File: config.mk
export PLATFORM = sky130hd
export DESIGN_NAME = tw_select_clamp
export DESIGN_NICKNAME = d
export VERILOG_FILES = /design/src/rtl/tw_sel_pkg.sv /design/src/rtl/tw_src_mux.sv /design/src/rtl/tw_bound_regs.sv /design/src/rtl/tw_clamp.sv /design/src/rtl/tw_select_clamp.sv
export SDC_FILE = /design/constraint.sdc
export NUM_CORES = 1
export LEC_CHECK = 0
export BUFFER_PORTS_ARGS = -buffer_cell sky130_fd_sc_hd__buf_2
export CAP_MARGIN = 15
export CORE_MARGIN = 1
export CORE_UTILIZATION = 30
export CTS_BUF_LIST = sky130_fd_sc_hd__clkbuf_4
export DETAILED_ROUTE_END_ITERATION = 7
export HOLD_SLACK_MARGIN = 0.05
export PLACE_DENSITY_LB_ADDON = 0.08
export SLEW_MARGIN = 20
export SYNTH_ARGS = -nofsm -noshare
export SYNTH_HDL_FRONTEND = slang
export SYNTH_SLANG_ARGS = --single-unit
File: constraint.sdc
create_clock -name clk -period 4.33 [get_ports clk]
set_clock_uncertainty 0.1 [all_clocks]
set_input_delay 0.2165 -clock clk [delete_from_list [all_inputs] [get_ports clk]]
set_output_delay 0.2165 -clock clk [all_outputs]
set_load 0.05 [all_outputs]
File: src/rtl/tw_sel_pkg.sv
package tw_sel_pkg;

   typedef enum logic [1:0] {
      TW_MODE_OPEN  = 2'd0,
      TW_MODE_LOCK  = 2'd1,
      TW_MODE_COAST = 2'd2,
      TW_MODE_RSVD  = 2'd3
   } tw_mode_e;

   typedef struct packed {
      logic hi;
      logic lo;
   } tw_flags_t;

endpackage

File: src/rtl/tw_src_mux.sv
module tw_src_mux
   import tw_sel_pkg::*;
#(
   parameter int TW_W = 48
) (
   input  tw_mode_e          mode,
   input  logic [TW_W-1:0]   open_word,
   input  logic              open_stb,
   input  logic [TW_W-1:0]   filt_word,
   input  logic              filt_stb,
   input  logic [TW_W-1:0]   hist_word,
   input  logic              hist_stb,
   input  logic              hist_valid,
   output logic [TW_W-1:0]   sel_word,
   output logic              sel_stb
);

   always_comb begin
      sel_word = open_word;
      sel_stb  = open_stb;
      unique case (mode)
         TW_MODE_LOCK: begin
            sel_word = filt_word;
            sel_stb  = filt_stb;
         end
         TW_MODE_COAST: begin
            if (hist_valid) begin
               sel_word = hist_word;
               sel_stb  = hist_stb;
            end
         end
         default: begin
            sel_word = open_word;
            sel_stb  = open_stb;
         end
      endcase
   end

endmodule

File: src/rtl/tw_bound_regs.sv
module tw_bound_regs #(
   parameter int LIM_W = 24
) (
   input  logic             clk,
   input  logic             rst_n,
   input  logic             load,
   input  logic [LIM_W-1:0] hi_in,
   input  logic [LIM_W-1:0] lo_in,
   output logic [LIM_W-1:0] hi_q,
   output logic [LIM_W-1:0] lo_q
);

   localparam logic [LIM_W-1:0] HI_RST = {LIM_W{1'b1}};
   localparam logic [LIM_W-1:0] LO_RST = '0;

   always_ff @(posedge clk) begin
      if (!rst_n) begin
         hi_q <= HI_RST;
         lo_q <= LO_RST;
      end else if (load) begin
         hi_q <= hi_in;
         lo_q <= lo_in;
      end
   end

   // bound registers move only on a load pulse
   a_r11_bounds_hold: assert property (@(posedge clk) disable iff (!rst_n)
      !$past(load) |-> ($stable(hi_q) && $stable(lo_q)));

endmodule

File: src/rtl/tw_clamp.sv
module tw_clamp
   import tw_sel_pkg::*;
#(
   parameter int TW_W  = 48,
   parameter int LIM_W = 24
) (
   input  logic [TW_W-1:0]  word_i,
   input  logic [LIM_W-1:0] hi_lim,
   input  logic [LIM_W-1:0] lo_lim,
   output logic [TW_W-1:0]  word_o,
   output tw_flags_t        flags_o
);

   localparam int PAD_W = TW_W - LIM_W;

   logic [LIM_W-1:0] top;
   logic [TW_W-1:0]  hi_full;
   logic [TW_W-1:0]  lo_full;
   logic             inverted;

   assign top      = word_i[TW_W-1 -: LIM_W];
   assign inverted = lo_lim > hi_lim;

   generate
      if (PAD_W > 0) begin : g_pad
         assign hi_full = {hi_lim, {PAD_W{1'b0}}};
         assign lo_full = {lo_lim, {PAD_W{1'b0}}};
      end else begin : g_nopad
         assign hi_full = hi_lim;
         assign lo_full = lo_lim;
      end
   endgenerate

   always_comb begin
      word_o     = word_i;
      flags_o.hi = 1'b0;
      flags_o.lo = 1'b0;
      if (inverted || (top > hi_lim)) begin
         word_o     = hi_full;
         flags_o.hi = 1'b1;
      end else if (top < lo_lim) begin
         word_o     = lo_full;
         flags_o.lo = 1'b1;
      end
   end

endmodule

File: src/rtl/tw_select_clamp.sv
module tw_select_clamp
   import tw_sel_pkg::*;
#(
   parameter int TW_W  = 48,
   parameter int LIM_W = 24
) (
   input  logic              clk,
   input  logic              rst_n,
   input  logic [1:0]        mode,
   input  logic [TW_W-1:0]   open_word,
   input  logic              open_stb,
   input  logic [TW_W-1:0]   filt_word,
   input  logic              filt_stb,
   input  logic [TW_W-1:0]   hist_word,
   input  logic              hist_stb,
   input  logic              hist_valid,
   input  logic              bound_load,
   input  logic [LIM_W-1:0]  bound_hi_in,
   input  logic [LIM_W-1:0]  bound_lo_in,
   output logic [TW_W-1:0]   tw_out,
   output logic              at_upper,
   output logic              at_lower
);

   generate
      if (LIM_W < 1 || LIM_W > TW_W) begin : g_bad_lim
         $error("tw_select_clamp: LIM_W must lie in 1..TW_W");
      end
      if (TW_W < 2) begin : g_bad_tw
         $error("tw_select_clamp: TW_W too small");
      end
   endgenerate

   tw_mode_e         mode_e;
   logic [TW_W-1:0]  sel_word;
   logic             sel_stb;
   logic [LIM_W-1:0] lim_hi_q;
   logic [LIM_W-1:0] lim_lo_q;
   logic [TW_W-1:0]  cl_word;
   tw_flags_t        cl_flags;
   logic [TW_W-1:0]  tw_q;
   tw_flags_t        flags_q;

   assign mode_e = tw_mode_e'(mode);

   tw_src_mux #(.TW_W(TW_W)) u_mux (
      .mode       (mode_e),
      .open_word  (open_word),
      .open_stb   (open_stb),
      .filt_word  (filt_word),
      .filt_stb   (filt_stb),
      .hist_word  (hist_word),
      .hist_stb   (hist_stb),
      .hist_valid (hist_valid),
      .sel_word   (sel_word),
      .sel_stb    (sel_stb)
   );

   tw_bound_regs #(.LIM_W(LIM_W)) u_bounds (
      .clk   (clk),
      .rst_n (rst_n),
      .load  (bound_load),
      .hi_in (bound_hi_in),
      .lo_in (bound_lo_in),
      .hi_q  (lim_hi_q),
      .lo_q  (lim_lo_q)
   );

   tw_clamp #(.TW_W(TW_W), .LIM_W(LIM_W)) u_clamp (
      .word_i  (sel_word),
      .hi_lim  (lim_hi_q),
      .lo_lim  (lim_lo_q),
      .word_o  (cl_word),
      .flags_o (cl_flags)
   );

   always_ff @(posedge clk) begin
      if (!rst_n) begin
         tw_q    <= '0;
         flags_q <= '0;
      end else if (sel_stb) begin
         tw_q    <= cl_word;
         flags_q <= cl_flags;
      end
   end

   assign tw_out   = tw_q;
   assign at_upper = flags_q.hi;
   assign at_lower = flags_q.lo;

   // no strobe on the selected source, no change at the output
   a_r6_hold_no_stb: assert property (@(posedge clk) disable iff (!rst_n)
      !$past(sel_stb) |-> ($stable(tw_q) && $stable(flags_q)));

   // a history strobe without valid history and without an open-loop strobe is ignored
   a_r5_fallback_ignore: assert property (@(posedge clk) disable iff (!rst_n)
      (mode == 2'd2 && !hist_valid && hist_stb && !open_stb) |=> $stable(tw_q));

   // the two flags never assert together
   a_r8_one_flag: assert property (@(posedge clk) disable iff (!rst_n)
      $onehot0({at_upper, at_lower}));

   // with ordered bounds the clamped word lies inside the window
   a_r9_in_window: assert property (@(posedge clk) disable iff (!rst_n)
      (lim_lo_q <= lim_hi_q) |->
         (cl_word[TW_W-1 -: LIM_W] <= lim_hi_q && cl_word[TW_W-1 -: LIM_W] >= lim_lo_q));

   // unflagged words are passed bit for bit
   a_r9_pass_clean: assert property (@(posedge clk) disable iff (!rst_n)
      (!cl_flags.hi && !cl_flags.lo) |-> (cl_word == sel_word));

   // inverted bounds always give the upper flag
   a_r10_inverted: assert property (@(posedge clk) disable iff (!rst_n)
      (lim_lo_q > lim_hi_q) |-> (cl_flags.hi && !cl_flags.lo));

endmodule

==> impl_metrics.ini, run 1 <==
[clock_network]
cts.clk_slew.worst_paths_ns = 0.16
post_cts_buffers = 0
cts_max_path_buffers = 2
numCtsBuffers = 9
clock_latency_ns = 0.49
clock-sinks = 98
cts_tree = built
cts.htree.levels = 3
cts-root-buf = clkbuf_4

[layout]
regArea_um2 = 1960
syn_to_final_growth_pct = 32.7
multiInputGateArea_um2 = 4400
utilization_pct = 41.1
fill_cells = 2445
fin_nets = 1448
drive_gt1_share_pct = 26.7

[critical_path]
reg2reg_depth = 11
crit_required_ns = 4.66
start_kind = input pin
crit_path_start = mode[0]
worst-r2r-setup-slack_ns = 1.14
crit_path_top_delay_cell = or3_4
path_class = in -> reg
critPathMaxFanout = 25
reg2reg_from = u_bounds.hi_q[19]$_SDFFE_PN1P_
worstPathArrival_ns = 4.16
r2r_end = tw_out[38]$_SDFFE_PN0P_
endpoint = tw_out[18]$_SDFFE_PN0P_
critical_path.cell_chain = buf_2 -> inv_1 -> ha_2 -> nor2b_4 -> buf_12 -> nand2_1 -> o21ai_0 -> a222oi_1 -> inv_1 -> ha_1 -> a21oi_1 -> o21ai_0 -> a221o_1 -> or3_4 -> a31oi_4 -> buf_4 -> nand3_4 -> o31ai_1 -> and2_1
cp_slowest_stage_delay_ns = 0.41
crit_path_end_kind = flip-flop

[power]
power_frac_seq_pct = 38.4
power.internal_mw = 1.58
swShare_pct = 41.2
power_density_nw_per_um2 = 285
switchingPower_mw = 1.10
p_leak_nw = 4.65
clkPwrFrac_pct = 19.4
peakVddDrop_v = 0.000161
p_comb_share_pct = 42.1

[route]
wl_per_cell_um = 18.9
initialDrtViolationCount = 614
via_per_inst = 5.17
vias = 7721
ant_nets = 0
wl_mm = 28.2
drc = 0
firstDrtPassIters = 8

[sta]
setup_ws_ns = 0.502
final-max-slew-violation-count = 0
fin_crit_sh_pct = 88.4
rsz0062_at_grt = false
slew_headroom_pct = 27.2
finalCriticalPeriod_ns = 3.83
worstMarginPinSlew_ns = 1.09
hold_violations = 0
setup_viol = 0
fmax_mhz = 261

[yosys]
synth-xor-area-share_pct = 0
synth.area.top_cells = dfxtp_1 28%, ha_1 13%, a222oi_1 6.5%
yosysSeqAreaShare_pct = 27.7
synth_top_family_by_area = compound AO/OA/AOI/OAI gates
synthSimpleGateAreaFrac_pct = 14.6
synthesis.area_um2 = 7090
synthAdderAreaFrac_pct = 12.9
syn_inst = 894
yosysUniqueCellTypes = 48
synthArstFlopShare_pct = 0
postSynthAreaPerCell_um2 = 7.93
ys_warn_count = 0
synth-edff-count = 0
synth_top_area_cell = dfxtp_1
synthMuxAreaShare_pct = 3.53
synth_flop_cell = dfxtp_1
synth_nets = 1168
synth-seq-cells = 98
synth_top_cell_area_share_pct = 27.7
synth-compound-area-share_pct = 30.8

[grt]
use_met3_pct = 4.06
grt-busiest-layer = met2
antenna_found_initial = 5
grt_pass1_vias = 7309
grt_pass1_wl_mm = 42.2
globalRoute.totalOverflow = 0
grt_use_met1_pct = 31.2
gr-usage-all-layers_pct = 22.8
grt_max_degree = 50
met2_usage_pct = 37.3

[place]
dp_hpwl_mm = 21.9
place_congestion = 0.838
portBuffers = 250
pre_cts_ws_ns = -0.0437

[floorplanning]
coreArea_um2 = 22900
die_w_um = 156
ios = 251
num_rows = 55
dieArea_um2 = 24200
floorplan.initialDensity_pct = 30.9
dieHeight_um = 156

[hold_path]
hold_path.class = in -> reg

[outcome]
run_status = complete, no violations

[run]
drv_cap = 0
worst max-delay path: cells and delay by family:
kind	cells	cell delay (ns)
and+or+nand+nor	5	1.02
buffers and inverters	5	0.66
AOI/OAI and AO/OA	7	1.52
adders and majority gates	2	0.72
per-layer routing:
metal,part of all wire [%],wire length [um]
met2,45,12600
met3,6.7,1890
met4,1.1,307
met5,0.17,49
met1,47,13300
power groups by stage:
stage / logic (mW) / registers, mW / clock network (mW)
6_report: 1.13 / 1.03 / 0.520
3_3_place_gp: 1.09 / 1.05 / 0
3_5_place_dp: 1.09 / 1.05 / 0
2_1_floorplan: 0.539 / 1.20 / 0
5_1_grt: 1.23 / 1.04 / 0.572
4_1_cts: 1.13 / 1.03 / 0.544
cells by family after synthesis:
group	count (synthesis)
multiplexers	25
AND/OR/NAND/NOR	205
buffers and inverters	187
adder cells (fa/ha/maj)	73
AO/OA/AOI/OAI	306
flip-flops	98
registers in the layout, summed over array words and instances, names as in the netlist:
name	count
tw_out	48
u_bounds.hi_q	24
u_bounds.lo_q	24
at_lower	1
at_upper	1
worst min-delay path by stage:
stage | slack (ns) | from | cells past startpoint | endpoint
floorplan | 0.24 | bound_hi_in[23] | 2 | u_bounds.hi_q[23]$_SDFFE_PN1P_
global placement | 0.34 | bound_hi_in[14] | 3 | u_bounds.hi_q[14]$_SDFFE_PN1P_
detailed placement | 0.34 | bound_hi_in[14] | 3 | u_bounds.hi_q[14]$_SDFFE_PN1P_
CTS | 0.05 | filt_word[10] | 4 | tw_out[10]$_SDFFE_PN0P_
global route | 0.07 | filt_word[11] | 4 | tw_out[11]$_SDFFE_PN0P_
finish | 0.09 | filt_word[5] | 4 | tw_out[5]$_SDFFE_PN0P_
stage by stage:
step                      cells  total power, mW  instance area [um2]  TNS [ns]  hold slack (ns)
after floorplan             894             1.74                 7090         0            0.243
after global placement     1427             2.15                 8780         0            0.338
after detailed placement   1427             2.14                 8780    -0.650            0.340
after global routing       1494             2.84                 9410         0           0.0677
after CTS                  1492             2.70                 9400         0           0.0543
final                      1494             2.68                 9410         0           0.0919
cells in the mapped netlist (27+ instances only):
| master | number |
|---|---|
| dfxtp_1 | 98 |
| o21ai_0 | 80 |
| clkbuf_1 | 53 |
| and2_1 | 27 |
| inv_1 | 119 |
| ha_1 | 73 |
| nand2_1 | 106 |
| nor2b_1 | 31 |
| a21oi_1 | 48 |
| a222oi_1 | 46 |
layout make-up:
class                           instances  area share, %
Multi-Input combinational cell        609           46.8
Timing Repair Buffer                  337           21.9
Sequential cell                        98           20.9
Inverter                              119           4.75
Tap cell                              313           4.16
Clock inverter                          7          0.731
Clock buffer                            9          0.718
Antenna cell                            2         0.0532
placed cells by master (no fill, tap or decap), drive strengths merged, types with 3 or more instances in the layout:
cell	netlist	final
nand4	13	13
a211oi	3	3
inv	119	120
ha	73	73
dlygate4sd3	0	49
a222oi	46	46
mux2i	25	25
clkbuf	53	9
buf	15	288
nand2	107	107
o2bb2ai	24	24
nand3	9	9
and4	4	4
clkinv	0	4
o31ai	25	25
nor2	6	6
dfxtp	98	98
nor2b	31	31
a21oi	48	48
a21o	12	12
nor3	3	3
and2	28	28
a311oi	24	24
o211ai	25	25
o21a	3	3
o21ai	81	81
repair_timing:
| action | 4_1_cts | 5_1_grt |
|---|---|---|
| hold buffers | 49 | 0 |
| gates resized for setup | 0 | 0 |
| hold endpoints to repair | 49 | 0 |
No activity file was read; power rests on OpenSTA's default activity.
==> run 2, diff against run 1 <==
Clock period 4.33 ns to 4.7 ns, I/O delays scaled along.
==> impl_metrics.ini, run 2 (synthesis results as in run 1) <==
[sta]
final-max-slew-violation-count = 0
setup_ws_ns = 0.788
hold_violations = 0
finalSetupTns_ns = 0
whs_ns = 0.0794
setup_viol = 0
rsz0062_at_grt = false
slew_headroom_pct = 30.7
worstMarginPinSlew_ns = 1.04
fmax_mhz = 256
finalCriticalPeriod_ns = 3.91
fin_crit_sh_pct = 83.2

[layout]
syn_to_final_growth_pct = 32.1
final_common_cell = buf_2
drive_gt1_share_pct = 26.3
design_area_um2 = 9370
largest_register_ffs = 48
mostFrequentLayoutCells = 250 x buf_2, 119 x inv_1, 106 x nand2_1
fin_nets = 1444

[floorplanning]
dieArea_um2 = 24200
die_w_um = 156
num_rows = 55
coreArea_um2 = 22900
floorplan.initialDensity_pct = 30.9
ios = 251
dieHeight_um = 156

[power]
clkPwrFrac_pct = 19.6
swShare_pct = 40.7
power_frac_seq_pct = 38.8
p_leak_nw = 4.62
p_comb_share_pct = 41.6
power.internal_mw = 1.45
power_density_nw_per_um2 = 262
switchingPower_mw = 0.999
peakVddDrop_v = 0.000121

[critical_path]
reg2reg_from = u_bounds.hi_q[19]$_SDFFE_PN1P_
cp_top_family = compound AO/OA/AOI/OAI gates
crit_required_ns = 5.02
cp_num_buf_inv = 6
cp_slowest_stage_delay_ns = 0.51
worstPathArrival_ns = 4.23
crit_path_frequent_cell = buf_4
path_class = in -> reg
crit_path_top_delay_cell = a222oi_1
start_kind = input pin
critical_path.cell_chain = buf_2 -> inv_1 -> ha_2 -> nor2b_4 -> buf_4 -> nand2_1 -> o21ai_0 -> a222oi_1 -> inv_1 -> ha_1 -> nand4_1 -> nor2_1 -> a221o_1 -> or3_4 -> a31oi_4 -> buf_4 -> nand2_4 -> nor3_4 -> buf_4 -> o2bb2ai_1
critPathMaxFanout = 12
crit_path_end_kind = flip-flop
crit_path_start = mode[0]

[route]
ant_nets = 0
firstDrtPassIters = 8
wl_mm = 27.7
wl_per_cell_um = 18.6
vias = 7613
drc = 0
via_per_inst = 5.11
initialDrtViolationCount = 658

[clock_network]
numCtsBuffers = 9
cts_max_path_buffers = 2
cts-root-buf = clkbuf_4
cts_tree = built
cts.clk_slew.worst_paths_ns = 0.19
cts.htree.levels = 3
clock_latency_ns = 0.51
ctsResizeCount = 0
clock-sinks = 98

[grt]
globalRoute.totalOverflow = 0
gr-usage-all-layers_pct = 22.6
grt_pass1_wl_mm = 41.7
grt_max_degree = 72
grt_pass1_vias = 7160
antenna_found_initial = 6

[hold_path]
min_from = filt_word[10]
hold_path.class = in -> reg

[place]
dp_hpwl_mm = 21.3
place_congestion = 0.804
pre_cts_ws_ns = 0.373
place_area_um2 = 8700
portBuffers = 250

[run]
drv_cap = 0

[outcome]
run_status = complete, no violations
==> run 2: changes by cell type in the layout (fill, tap and decap cells not counted) <==
cell	before	now
buf_12	3	1
buf_4	35	30
clkbuf_4	9	11
clkinv_1	1	0
clkinv_4	1	0
clkinvlp_4	1	2
diode_2	2	3
dlygate4sd3_1	49	52
inv_6	1	0
==> run 2: final timing paths <==
check	slack (ns)	endpoint	depth (start not counted)
max	0.79	tw_out[38]$_SDFFE_PN0P_	20
min	0.08	tw_out[10]$_SDFFE_PN0P_	4
max reg2reg	1.24	tw_out[7]$_SDFFE_PN0P_	11
min reg2reg	0.36	at_lower$_SDFFE_PN0P_	2
==> run 2: layer usage <==
metal | up-vias | track usage, % | part of all wire [%]
met1 | 3510 | 30.7 | 47
met4 | 6 | 5.37 | 1.1
li1 | 3817 | - | -
met5 | - | 0 | 0.14
met2 | 255 | 36.8 | 45
met3 | 25 | 4.08 | 6.3
==> run 2: cell type report <==
cell class                 count  area [um2]
clock buffer                  11        82.6
timing repair buffer         333        2020
inverter                     119         447
sequential                    98        1960
multi-input combinational    609        4400
clock inverter                 5        55.1
tap                          313         392
fill                        2419       13600
antenna                        3        7.51
==> run 2: worst min-delay path: stages <==
cell      delay, ns
buf_2          0.08
a222oi_1       0.07
o31ai_1        0.18
and2_1         0.11
==> run 2: what timing repair did <==
item | 4_1_cts | 5_1_grt
endpoints found under the hold margin | 57 | 0
hold buffers | 52 | 0
buffers inserted | 0 | 0
==> run 2: per-stage QoR <==
step                      cells  power [mW]  util, %
after global placement     1420        1.96     38.0
after global routing       1491        2.61     40.9
after CTS                  1488        2.48     40.8
final                      1491        2.45     40.9
after floorplan             894        1.60        -
after detailed placement   1420        1.96     38.0
==> run 2: power by group through the flow <==
stage / clock network [mW] / registers, mW / logic [mW]
after floorplan: 0 / 1.11 / 0.497
after global placement: 0 / 0.972 / 0.987
after global routing: 0.531 / 0.960 / 1.12
final: 0.481 / 0.951 / 1.02
after CTS: 0.502 / 0.953 / 1.02
after detailed placement: 0 / 0.971 / 0.987
==> run 3, diff against run 2 <==
Settings changed: ABC_AREA set to 1.
Clock period 4.7 ns to 3.8 ns, I/O delays scaled along.
==> impl_metrics.ini, run 3 <==
[outcome]
run_status = complete, no violations

[route]
vias = 7560
firstDrtPassIters = 5
drc = 0
wl_per_cell_um = 17.0
ant_nets = 0
via_per_inst = 4.96
wl_mm = 25.8
initialDrtViolationCount = 428

[hold_path]
min_from = open_word[41]
holdPathStages = 6
whs_endpoint = tw_out[41]$_SDFFE_PN0P_
hold_path.class = in -> reg

[clock_network]
cts.htree.levels = 3
ctsResizeCount = 0
cts.clk_slew.worst_paths_ns = 0.19
clock_latency_ns = 0.51
cts-root-buf = clkbuf_4
post_cts_buffers = 0
cts_tree = built
cts_max_path_buffers = 2
numCtsBuffers = 9
clock-sinks = 98

[yosys]
synth-seq-cells = 98
yosys-top-cells-count = 159 x nand2_1, 125 x inv_1, 101 x a21oi_1, 98 x dfxtp_1, 73 x ha_1
syn_inst = 944
yosysUniqueCellTypes = 31
synth-edff-count = 0
synth_top_area_cell = dfxtp_1
synth_nets = 1218
yosysMostFrequentCell = nand2_1
synthesis.area_um2 = 6890
yosysSeqAreaShare_pct = 28.5
synthArstFlopShare_pct = 0
ys_warn_count = 0
postSynthAreaPerCell_um2 = 7.30
synth.area.top_cells = dfxtp_1 28%, ha_1 13%, nand2_1 8.7%
synth_flop_cell = dfxtp_1
synth_top_cell_area_share_pct = 28.5

[sta]
finalSetupTns_ns = 0
fmax_mhz = 341
setup_viol = 0
rsz0062_at_grt = false
slew_headroom_pct = 33.6
setup_ws_ns = 0.869
fin_crit_sh_pct = 77.1
hold_violations = 0
final-max-slew-violation-count = 0
worstMarginPinSlew_ns = 0.994
finalCriticalPeriod_ns = 2.93

[grt]
globalRoute.totalOverflow = 0
antenna_found_initial = 1
grt_max_degree = 50
grt_pass1_vias = 7336
gr-usage-all-layers_pct = 21.9
grt_pass1_wl_mm = 40.5

[layout]
fin_nets = 1506
largest_register_ffs = 48
mostFrequentLayoutCells = 250 x buf_2, 159 x nand2_1, 124 x inv_1
final_common_cell = buf_2
drive_gt1_share_pct = 25.2
syn_to_final_growth_pct = 34.3

[critical_path]
start_kind = input pin
r2r_end = tw_out[37]$_SDFFE_PN0P_
path_class = in -> reg
worstPathArrival_ns = 3.28
crit_path_end_kind = flip-flop
reg2reg_from = u_bounds.hi_q[23]$_SDFFE_PN1P_
crit_required_ns = 4.15
reg2reg_depth = 15
critPathMaxFanout = 49
worst-r2r-setup-slack_ns = 1.20

[floorplanning]
dieArea_um2 = 23600
coreArea_um2 = 22600
ios = 251
num_rows = 55
die_w_um = 154
dieHeight_um = 154
floorplan.initialDensity_pct = 30.5

[power]
power_mw = 2.99
p_leak_nw = 4.72
power_density_nw_per_um2 = 323
peakVddDrop_v = 0.000151

[place]
portBuffers = 250
pre_cts_ws_ns = 0.329
dp_hpwl_mm = 18.8
place_congestion = 0.820

[run]
drv_cap = 0
[run 3: metal layers]
layer	routed length [um]	track usage, %	vias up	part of all wire (%)
met5	0	0	-	0
met4	476	6.67	0	1.8
li1	-	-	3870	-
met3	921	2.76	27	3.6
met2	12300	37.6	182	48
met1	12100	28.5	3481	47
[run 3: cells by family after synthesis]
kind of cell               share of synthesized area, %
buffers and inverters                              11.4
adders and majority gates                          13.3
and+or+nand+nor                                    20.4
DFF                                                28.5
AOI/OAI and AO/OA                                  26.4
[run 3: layout make-up]
cell class | instances | area [um2]
Clock inverter | 7 | 60.1
Timing Repair Buffer | 345 | 2180
Tap cell | 285 | 357
Antenna cell | 1 | 2.50
Clock buffer | 9 | 67.6
Sequential cell | 98 | 1960
Fill cell | 2443 | 13300
Multi-Input combinational cell | 650 | 4140
Inverter | 128 | 480
[run 3: what timing repair did]
action,4_1_cts,5_1_grt
hold buffers,72,0
setup endpoints to repair,0,0
endpoints found under the hold margin,72,0
[run 3: worst max path at each step]
stage	start	end	slack (ns)	cells after the start
detailed placement	mode[0]	tw_out[47]$_SDFFE_PN0P_	0.33	22
finish	mode[0]	tw_out[37]$_SDFFE_PN0P_	0.87	20
global placement	mode[0]	tw_out[44]$_SDFFE_PN0P_	0.32	22
CTS	mode[0]	tw_out[44]$_SDFFE_PN0P_	0.88	22
floorplan	mode[0]	tw_out[28]$_SDFFE_PN0P_	0.79	18
global route	mode[0]	tw_out[31]$_SDFFE_PN0P_	0.48	20
[run 3: through the flow]
step	std cells	util (%)	area, um2	hold WS, ns
3_3_place_gp	1434	37.2	8400	0.306
3_5_place_dp	1434	37.2	8400	0.309
2_1_floorplan	944	-	6890	0.212
5_1_grt	1523	41.0	9260	0.0810
6_report	1523	41.0	9260	0.0995
4_1_cts	1522	41.0	9250	0.0601
[run 3: power breakdown]
group          switching [mW]  leakage, nW  internal (mW)
combinational           0.807         3.85          0.463
clock                   0.416       0.0611          0.144
sequential             0.0473        0.807           1.11
total                    1.27         4.72           1.72
[run 3: worst max-delay path: stages]
cell and delay (ns):
buf_2 0.11, inv_1 0.05, ha_2 0.28, a21oi_1 0.15, inv_2 0.27, a22o_1 0.41
ha_1 0.30, nand2_1 0.07, nor2_1 0.13, nand4_1 0.18, nor2_1 0.14, nand2_1 0.05
nand2_1 0.10, nand2_4 0.08, nor2_8 0.10, buf_12 0.24, nand4_1 0.14, nand3_1 0.11
nand2_1 0.05, inv_1 0.06
